`src/rtl/mcap_pkg.sv`:
```
package mcap_pkg;
  localparam int MCAP_REG_W  = 32;
  localparam int MCAP_LFSR_W = 16;
  localparam logic [MCAP_LFSR_W-1:0] MCAP_SEED = 16'hCCCC;
  localparam logic [MCAP_LFSR_W-1:0] MCAP_TAPS = 16'h8805;

  typedef enum logic [1:0] {
    ACC_READ  = 2'd0,
    ACC_WRITE = 2'd1,
    ACC_EXEC  = 2'd2
  } acc_e;
endpackage

```
`src/rtl/mcap_lfsr.sv`:
```
module mcap_lfsr #(
  parameter int W = 16,
  parameter logic [W-1:0] SEED = '1,
  parameter logic [W-1:0] TAPS = '1
) (
  input  logic         clk,
  input  logic         rst_n,
  input  logic         step_i,
  output logic [W-1:0] state_o
);
  logic [W-1:0] q;
  logic [W-1:0] tapped;

  function automatic logic [W-1:0] advance(input logic [W-1:0] s, input logic [W-1:0] t);
    logic fb;
    fb = ^(s & t);
    return {fb, s[W-1:1]};
  endfunction

  genvar gi;
  generate
    for (gi = 0; gi < W; gi++) begin : g_tap
      assign tapped[gi] = TAPS[gi] ? q[gi] : 1'b0;
    end
  endgenerate

  always_ff @(posedge clk) begin
    if (!rst_n)       q <= SEED;
    else if (step_i)  q <= advance(q, TAPS);
  end

  assign state_o = q;

  AST_LFSR_HOLD: assert property (@(posedge clk) disable iff (!rst_n)
    !step_i |=> $stable(q));
  AST_LFSR_NONZERO: assert property (@(posedge clk) disable iff (!rst_n)
    q != '0);
  AST_LFSR_FEED: assert property (@(posedge clk) disable iff (!rst_n)
    step_i |=> q[W-1] == $past(^tapped));
endmodule

```
`src/rtl/mcap_sel_reg.sv`:
```
module mcap_sel_reg #(
  parameter int REG_W = 32,
  parameter int IDX_W = 4,
  parameter int WAY_W = 2
) (
  input  logic             clk,
  input  logic             rst_n,
  input  logic             cap_i,
  input  logic [IDX_W-1:0] idx_i,
  input  logic [WAY_W-1:0] way_i,
  input  logic             wr_i,
  input  logic [REG_W-1:0] wdata_i,
  output logic [REG_W-1:0] q_o
);
  localparam int WAY_LO = IDX_W;
  localparam int WAY_HI = IDX_W + WAY_W - 1;

  function automatic logic [REG_W-1:0] pack_sel(input logic [IDX_W-1:0] idx,
                                                input logic [WAY_W-1:0] way);
    logic [REG_W-1:0] r;
    r = '0;
    r[IDX_W-1:0] = idx;
    r[WAY_HI:WAY_LO] = way;
    return r;
  endfunction

  always_ff @(posedge clk) begin
    if (!rst_n)     q_o <= '0;
    else if (cap_i) q_o <= pack_sel(idx_i, way_i);
    else if (wr_i)  q_o <= wdata_i;
  end

  AST_SEL_UPPER_CLEAR: assert property (@(posedge clk) disable iff (!rst_n)
    cap_i |=> q_o[REG_W-1:WAY_HI+1] == '0);
  AST_SEL_WAY: assert property (@(posedge clk) disable iff (!rst_n)
    cap_i |=> q_o[WAY_HI:WAY_LO] == $past(way_i));
endmodule

```
`src/rtl/mcap_cause_reg.sv`:
```
module mcap_cause_reg #(
  parameter int REG_W = 32,
  parameter int PID_W = 8,
  parameter int VPN_W = 19
) (
  input  logic             clk,
  input  logic             rst_n,
  input  logic             cap_i,
  input  logic [PID_W-1:0] pid_i,
  input  logic [1:0]       acc_i,
  input  logic [VPN_W-1:0] vpn_i,
  input  logic             wr_i,
  input  logic [REG_W-1:0] wdata_i,
  output logic [REG_W-1:0] q_o
);
  localparam int ACC_LO  = PID_W;
  localparam int ACC_HI  = PID_W + 1;
  localparam int VPN_LO  = REG_W - VPN_W;
  localparam int KEEP_LO = ACC_HI + 1;
  localparam int KEEP_HI = VPN_LO - 1;

  function automatic logic [REG_W-1:0] merge_cause(input logic [REG_W-1:0] old,
                                                   input logic [PID_W-1:0] pid,
                                                   input logic [1:0] acc,
                                                   input logic [VPN_W-1:0] vpn);
    logic [REG_W-1:0] r;
    r = old;
    r[PID_W-1:0] = pid;
    r[ACC_HI:ACC_LO] = acc;
    r[REG_W-1:VPN_LO] = vpn;
    return r;
  endfunction

  always_ff @(posedge clk) begin
    if (!rst_n)     q_o <= '0;
    else if (cap_i) q_o <= merge_cause(q_o, pid_i, acc_i, vpn_i);
    else if (wr_i)  q_o <= wdata_i;
  end

  AST_CAUSE_KEEP: assert property (@(posedge clk) disable iff (!rst_n)
    cap_i |=> q_o[KEEP_HI:KEEP_LO] == $past(q_o[KEEP_HI:KEEP_LO]));
  AST_CAUSE_PAGE: assert property (@(posedge clk) disable iff (!rst_n)
    cap_i |=> q_o[REG_W-1:VPN_LO] == $past(vpn_i));
  AST_CAUSE_ACC: assert property (@(posedge clk) disable iff (!rst_n)
    cap_i |=> q_o[ACC_HI:ACC_LO] == $past(acc_i));
endmodule

```
`src/rtl/tlb_miss_capture.sv`:
```
module tlb_miss_capture
  import mcap_pkg::*;
#(
  parameter int VPN_W  = 19,
  parameter int PID_W  = 8,
  parameter int IDX_W  = 4,
  parameter int WAY_W  = 2,
  parameter int REG_W  = MCAP_REG_W,
  parameter int LFSR_W = MCAP_LFSR_W,
  parameter logic [LFSR_W-1:0] SEED = MCAP_SEED,
  parameter logic [LFSR_W-1:0] TAPS = MCAP_TAPS
) (
  input  logic             clk,
  input  logic             rst_n,
  input  logic             fault_i,
  input  logic             debug_i,
  input  logic [VPN_W-1:0] vpn_i,
  input  logic [PID_W-1:0] pid_i,
  input  logic [1:0]       acc_type_i,
  input  logic             hit_i,
  input  logic [WAY_W-1:0] hit_way_i,
  input  logic             sw_wr_sel_i,
  input  logic             sw_wr_cause_i,
  input  logic [REG_W-1:0] sw_wdata_i,
  output logic [WAY_W-1:0] victim_way_o,
  output logic [REG_W-1:0] sel_reg_o,
  output logic [REG_W-1:0] cause_reg_o
);
  logic              cap_evt;
  logic              dbg_evt;
  logic [LFSR_W-1:0] rnd_state;
  logic [WAY_W-1:0]  rnd_way;
  logic [IDX_W-1:0]  set_idx;

  assign cap_evt = fault_i & ~debug_i;
  assign dbg_evt = fault_i & debug_i;
  assign rnd_way = rnd_state[WAY_W-1:0];
  assign set_idx = vpn_i[IDX_W-1:0];

  function automatic logic [WAY_W-1:0] pick_way(input logic hit,
                                                input logic [WAY_W-1:0] hway,
                                                input logic [WAY_W-1:0] rway);
    return hit ? hway : rway;
  endfunction

  assign victim_way_o = pick_way(hit_i, hit_way_i, rnd_way);

  mcap_lfsr #(.W(LFSR_W), .SEED(SEED), .TAPS(TAPS)) u_lfsr (
    .clk(clk), .rst_n(rst_n), .step_i(cap_evt), .state_o(rnd_state)
  );

  mcap_sel_reg #(.REG_W(REG_W), .IDX_W(IDX_W), .WAY_W(WAY_W)) u_sel (
    .clk(clk), .rst_n(rst_n), .cap_i(cap_evt), .idx_i(set_idx),
    .way_i(victim_way_o), .wr_i(sw_wr_sel_i), .wdata_i(sw_wdata_i), .q_o(sel_reg_o)
  );

  mcap_cause_reg #(.REG_W(REG_W), .PID_W(PID_W), .VPN_W(VPN_W)) u_cause (
    .clk(clk), .rst_n(rst_n), .cap_i(cap_evt), .pid_i(pid_i), .acc_i(acc_type_i),
    .vpn_i(vpn_i), .wr_i(sw_wr_cause_i), .wdata_i(sw_wdata_i), .q_o(cause_reg_o)
  );

  AST_DEBUG_NO_CAPTURE: assert property (@(posedge clk) disable iff (!rst_n)
    dbg_evt && !sw_wr_sel_i && !sw_wr_cause_i |=> $stable(sel_reg_o) && $stable(cause_reg_o));
  AST_DEBUG_NO_STEP: assert property (@(posedge clk) disable iff (!rst_n)
    dbg_evt |=> $stable(rnd_state));
  AST_HIT_WAY_CAPTURED: assert property (@(posedge clk) disable iff (!rst_n)
    cap_evt && hit_i |=> sel_reg_o[IDX_W+WAY_W-1:IDX_W] == $past(hit_way_i));
  AST_SW_WRITE_LOADS: assert property (@(posedge clk) disable iff (!rst_n)
    sw_wr_sel_i && !cap_evt |=> sel_reg_o == $past(sw_wdata_i));
endmodule

```
`config.mk`:
```
export PLATFORM = sky130hd
export DESIGN_NAME = tlb_miss_capture
export DESIGN_NICKNAME = d
export VERILOG_FILES = /design/src/rtl/mcap_pkg.sv /design/src/rtl/mcap_lfsr.sv /design/src/rtl/mcap_sel_reg.sv /design/src/rtl/mcap_cause_reg.sv /design/src/rtl/tlb_miss_capture.sv
export SDC_FILE = /design/constraint.sdc
export NUM_CORES = 1
export LEC_CHECK = 0
export ABC_AREA = 1
export ABC_CLOCK_PERIOD_IN_PS = 1000
export BUFFER_PORTS_ARGS = -buffer_cell sky130_fd_sc_hd__buf_2
export CORE_MARGIN = 2
export CORE_UTILIZATION = 30
export CTS_CLUSTER_DIAMETER = 120
export DETAILED_ROUTE_END_ITERATION = 6
export GPL_ROUTABILITY_DRIVEN = 1
export PLACE_DENSITY_LB_ADDON = 0.05
export SYNTH_ARGS = -nofsm -noshare
export SYNTH_HDL_FRONTEND = slang
export SYNTH_SLANG_ARGS = --single-unit
```
`constraint.sdc`:
```
create_clock -name clk -period 1 [get_ports clk]
set_clock_uncertainty 0.15 [all_clocks]
set_input_delay 0.05 -clock clk [delete_from_list [all_inputs] [get_ports clk]]
set_output_delay 0.05 -clock clk [all_outputs]
set_load 0.01 [all_outputs]
```
==> results.txt <==
----------------------------------------------------
[Logic synthesis]
  Average cell area after synthesis ... 6.291 um^2
  Post-synthesis sequential element count ... 80
  Proportion of register bits with asynchronous set or reset after synthesis ... 0%
  Share of the synthesized area in the top cell type ... 44.35%
  Fraction of the mapped netlist area in simple logic gates ... 36.24%
  Top post-synthesis cells by count ... sky130_fd_sc_hd__nand2_1, sky130_fd_sc_hd__nor2_1, sky130_fd_sc_hd__dfxtp_1
  Fraction of the mapped netlist area in adder cells ... 0%
  Cell taking the most area after synthesis ... sky130_fd_sc_hd__dfxtp_1
  Most frequently used cell type in the post-synthesis netlist ... sky130_fd_sc_hd__nand2_1
  Synth Instances ... 574
  Post-synthesis compound-gate area fraction ... 6.653%
  Sequential cell area fraction in the yosys report ... 44.35%
  Synth Area in XOR/XNOR ... 0%
  Dominant combinational cell family by area after synthesis ... simple AND/OR/NAND/NOR gates
  Primary FF master, synth ... sky130_fd_sc_hd__dfxtp_1
  Netlist Area Pre-Place ... 3611 um^2
  Mux cell area share after synthesis ... 0%
  Syn_nets ... 644
  Distinct cell type count after synthesis ... 17
  Synth top area cells ... sky130_fd_sc_hd__dfxtp_1, sky130_fd_sc_hd__nand2_1, sky130_fd_sc_hd__nor2_1
  Yosys warnings ... 0
  Number of synthesized flops with an enable pin ... 0

[Power and ir drop]
  Power density of the placed cells ... 1378 nW/um^2
  Maximum resistive drop on vdd ... 0.6543 mV
  Total power ... 8.308 mW
  Reported leakage power ... 3.140 nW

[Clock network]
  Root Buffer ... sky130_fd_sc_hd__clkbuf_16
  Clock transition at the register clock pins on the worst setup and hold paths after CTS ... 60 ps
  Clock insertion delay at the later pin of the skew report ... 340 ps
  CTS H-tree depth ... 3
  Post-cts hold buffer count ... 65
  TritonCTS buffer count ... 9
  Number of sinks handled by clock tree synthesis ... 80
  Maximum count of clock buffers along a single path ... 2
  CTS tree ... built

[Finish]
  Layout filler cell count ... 1210
  Area growth from synthesis to layout ... 66.98%
  NumNets Final ... 844
  Final core occ ... 50.83%
  Ratio of cells with drive above 1 in the final layout ... 31.75%
  Diode count ... 0

[STA]
  Setup ws final ... -90.68 ps
  Unrepaired setup endpoints after global routing ... true
  Max transition margin ... 85.80%
  Slew @ Worst Pin ... 213.1 ps
  Pins Over Slew Limit ... 0
  Post-layout min period ... 1091 ps
  Hold slack ... -93.26 ps
  Max Fclk ... 916.9 MHz
  Final-report hold violation count ... 5
  Final setup fails ... 5
  Share of the cycle needed by the critical path after routing ... 109.1%

[Worst hold path]
  Min-Delay Endpoint ... u_lfsr.state_o[13]
  Path category of the worst min-delay check ... in2reg
  Cell depth of the worst hold path ... 3
  HP Start ... rst_n

[Outcome]
  Violated checks ... hold timing, setup timing
  Outcome ... finished with violations

[Worst setup path]
  Reg-to-Reg Start ... u_lfsr.state_o[0]
  Worst Setup Start Kind ... flip-flop
  Kind of capture point of the worst setup path ... output pin
  Path type of the worst setup path ... reg2out
  Critical Path RT ... 800 ps
  R2R Path End ... u_lfsr.state_o[15]
  R2R depth ... 7
  Highest fanout seen on the critical path ... 2
  Register-to-Register Setup Slack ... -30 ps
  Arr. time, crit path ... 890 ps

[Route]
  Routed Wire Length ... 12430 um
  Number of remaining DRC errors ... 0
  Number of vias after detailed routing ... 4006
  Ratio of routed vias to standard cells ... 4.331
  Post-DRT Antenna Nets ... 0
  Number of detailed-route iterations in the first pass ... 4
  WL/cell ... 13.44 um
  Violation count after the first detailed-routing iteration ... 141

[Die]
  Total number of placement rows ... 40
  Starting density of the core ... 30.44%
  Die footprint ... 12930 um^2
  Height of the die ... 113.7 um
  Core outline area ... 11860 um^2
  IO Count ... 136
  Floorplan die width ... 113.7 um

[Place]
  DPL Wire Length ... 8941 um
  Port Buf Inserts ... 135
  Placer congestion estimate ... 0.7687

[GRT]
  Vias in the first global route ... 4054
  GRT Overall Usage ... 19.84%
  Pin count of the biggest net entering global routing ... 24
  Congestion Overflow GR ... 0
  Antenna violations before repair ... 0
  Wire length of the first global-routing pass ... 19960 um

[Job]
  Maxcap violations ... 0

----------------------------------------------------
==> layout by cell type (no fill, tap or decap), drive strengths merged <==
master	netlist	routed
inv	75	75
nor2	112	112
nand2	216	216
nand3	14	14
dlygate4sd3	0	59
dlymetal6s4s	0	6
dfxtp	80	80
clkbuf	10	16
buf	21	154
o211ai	4	4
o21ai	13	13
a21oi	29	29
==> logic make-up after synthesis <==
logic type | count (synthesis)
buffers and inverters | 106
flip-flops | 80
AND/OR/NAND/NOR | 342
AO/OA/AOI/OAI | 46
==> critical path, stage by stage (launching register included) <==
cell                      delay, ps
sky130_fd_sc_hd__dfxtp_2        330
sky130_fd_sc_hd__nand2_2         50
sky130_fd_sc_hd__nand2_2         70
sky130_fd_sc_hd__buf_6          100
==> layout make-up <==
| cell class | count | area [um^2] | area share [%] |
|---|---|---|---|
| Clock buffer | 15 | 267.8 | 4.441 |
| Inverter | 75 | 284.0 | 4.711 |
| Multi-Input combinational cell | 388 | 1579 | 26.19 |
| Sequential cell | 80 | 1685 | 27.95 |
| Tap cell | 147 | 183.9 | 3.050 |
| Timing Repair Buffer | 220 | 2029 | 33.66 |
==> metrics by stage <==
stage	hold WS (ps)	TNS, ps	worst slack, ps	cell area, um^2	cells
final	-93.26	-229.2	-90.68	6030	925
after global routing	-85.36	-956.3	-145.0	6030	925
after CTS	-97.64	-375.1	-115.5	5838	938
after detailed placement	163.5	-7866	-181.4	4594	853
after global placement	162.6	-6899	-142.2	4594	853
after floorplan	40.45	0	68.86	3611	574
==> state kept, by name, summed over array words and instances, names as in the netlist <==
| register | count |
|---|---|
| u_cause.q_o | 32 |
| u_sel.q_o | 32 |
| u_lfsr.state_o | 16 |
==> power breakdown <==
group	leakage, nW	total, mW	internal, mW	switching (mW)
logic	2.33	1.68	0.888	0.790
clock network	0.130	3.07	1.81	1.26
registers	0.683	3.56	3.42	0.140
==> repair_timing <==
| action | in CTS | in global routing |
|---|---|---|
| gates cloned | 0 | 0 |
| resized for setup | 103 | 52 |
| pin swaps | 3 | 12 |
| endpoints found under the setup margin | 66 | 86 |
| buffers inserted | 5 | 1 |
| endpoints found under the hold margin | 71 | 2 |
==> worst max-delay path by stage <==
stage / from / end / slack [ps] / cells after the start
finish: u_lfsr.state_o[0] / victim_way_o[0] / -90 / 3
global route: u_lfsr.state_o[0] / u_lfsr.state_o[15] / -140 / 7
CTS: u_lfsr.state_o[0] / victim_way_o[0] / -120 / 3
detailed placement: debug_i / u_sel.q_o[6] / -180 / 7
global placement: debug_i / u_sel.q_o[6] / -140 / 7
floorplan: debug_i / u_cause.q_o[15] / 70 / 8
==> metal layers <==
| layer | track usage, % | wire length [um] | vias to the layer above |
|---|---|---|---|
| li1 | - | - | 2092 |
| met1 | 25.50 | 5783 | 1800 |
| met2 | 32.57 | 5780 | 104 |
| met3 | 5.526 | 692 | 10 |
| met4 | 5.935 | 172 | 0 |
| met5 | 0 | 0 | - |
Note: power is estimated with default switching activity, not from simulation.
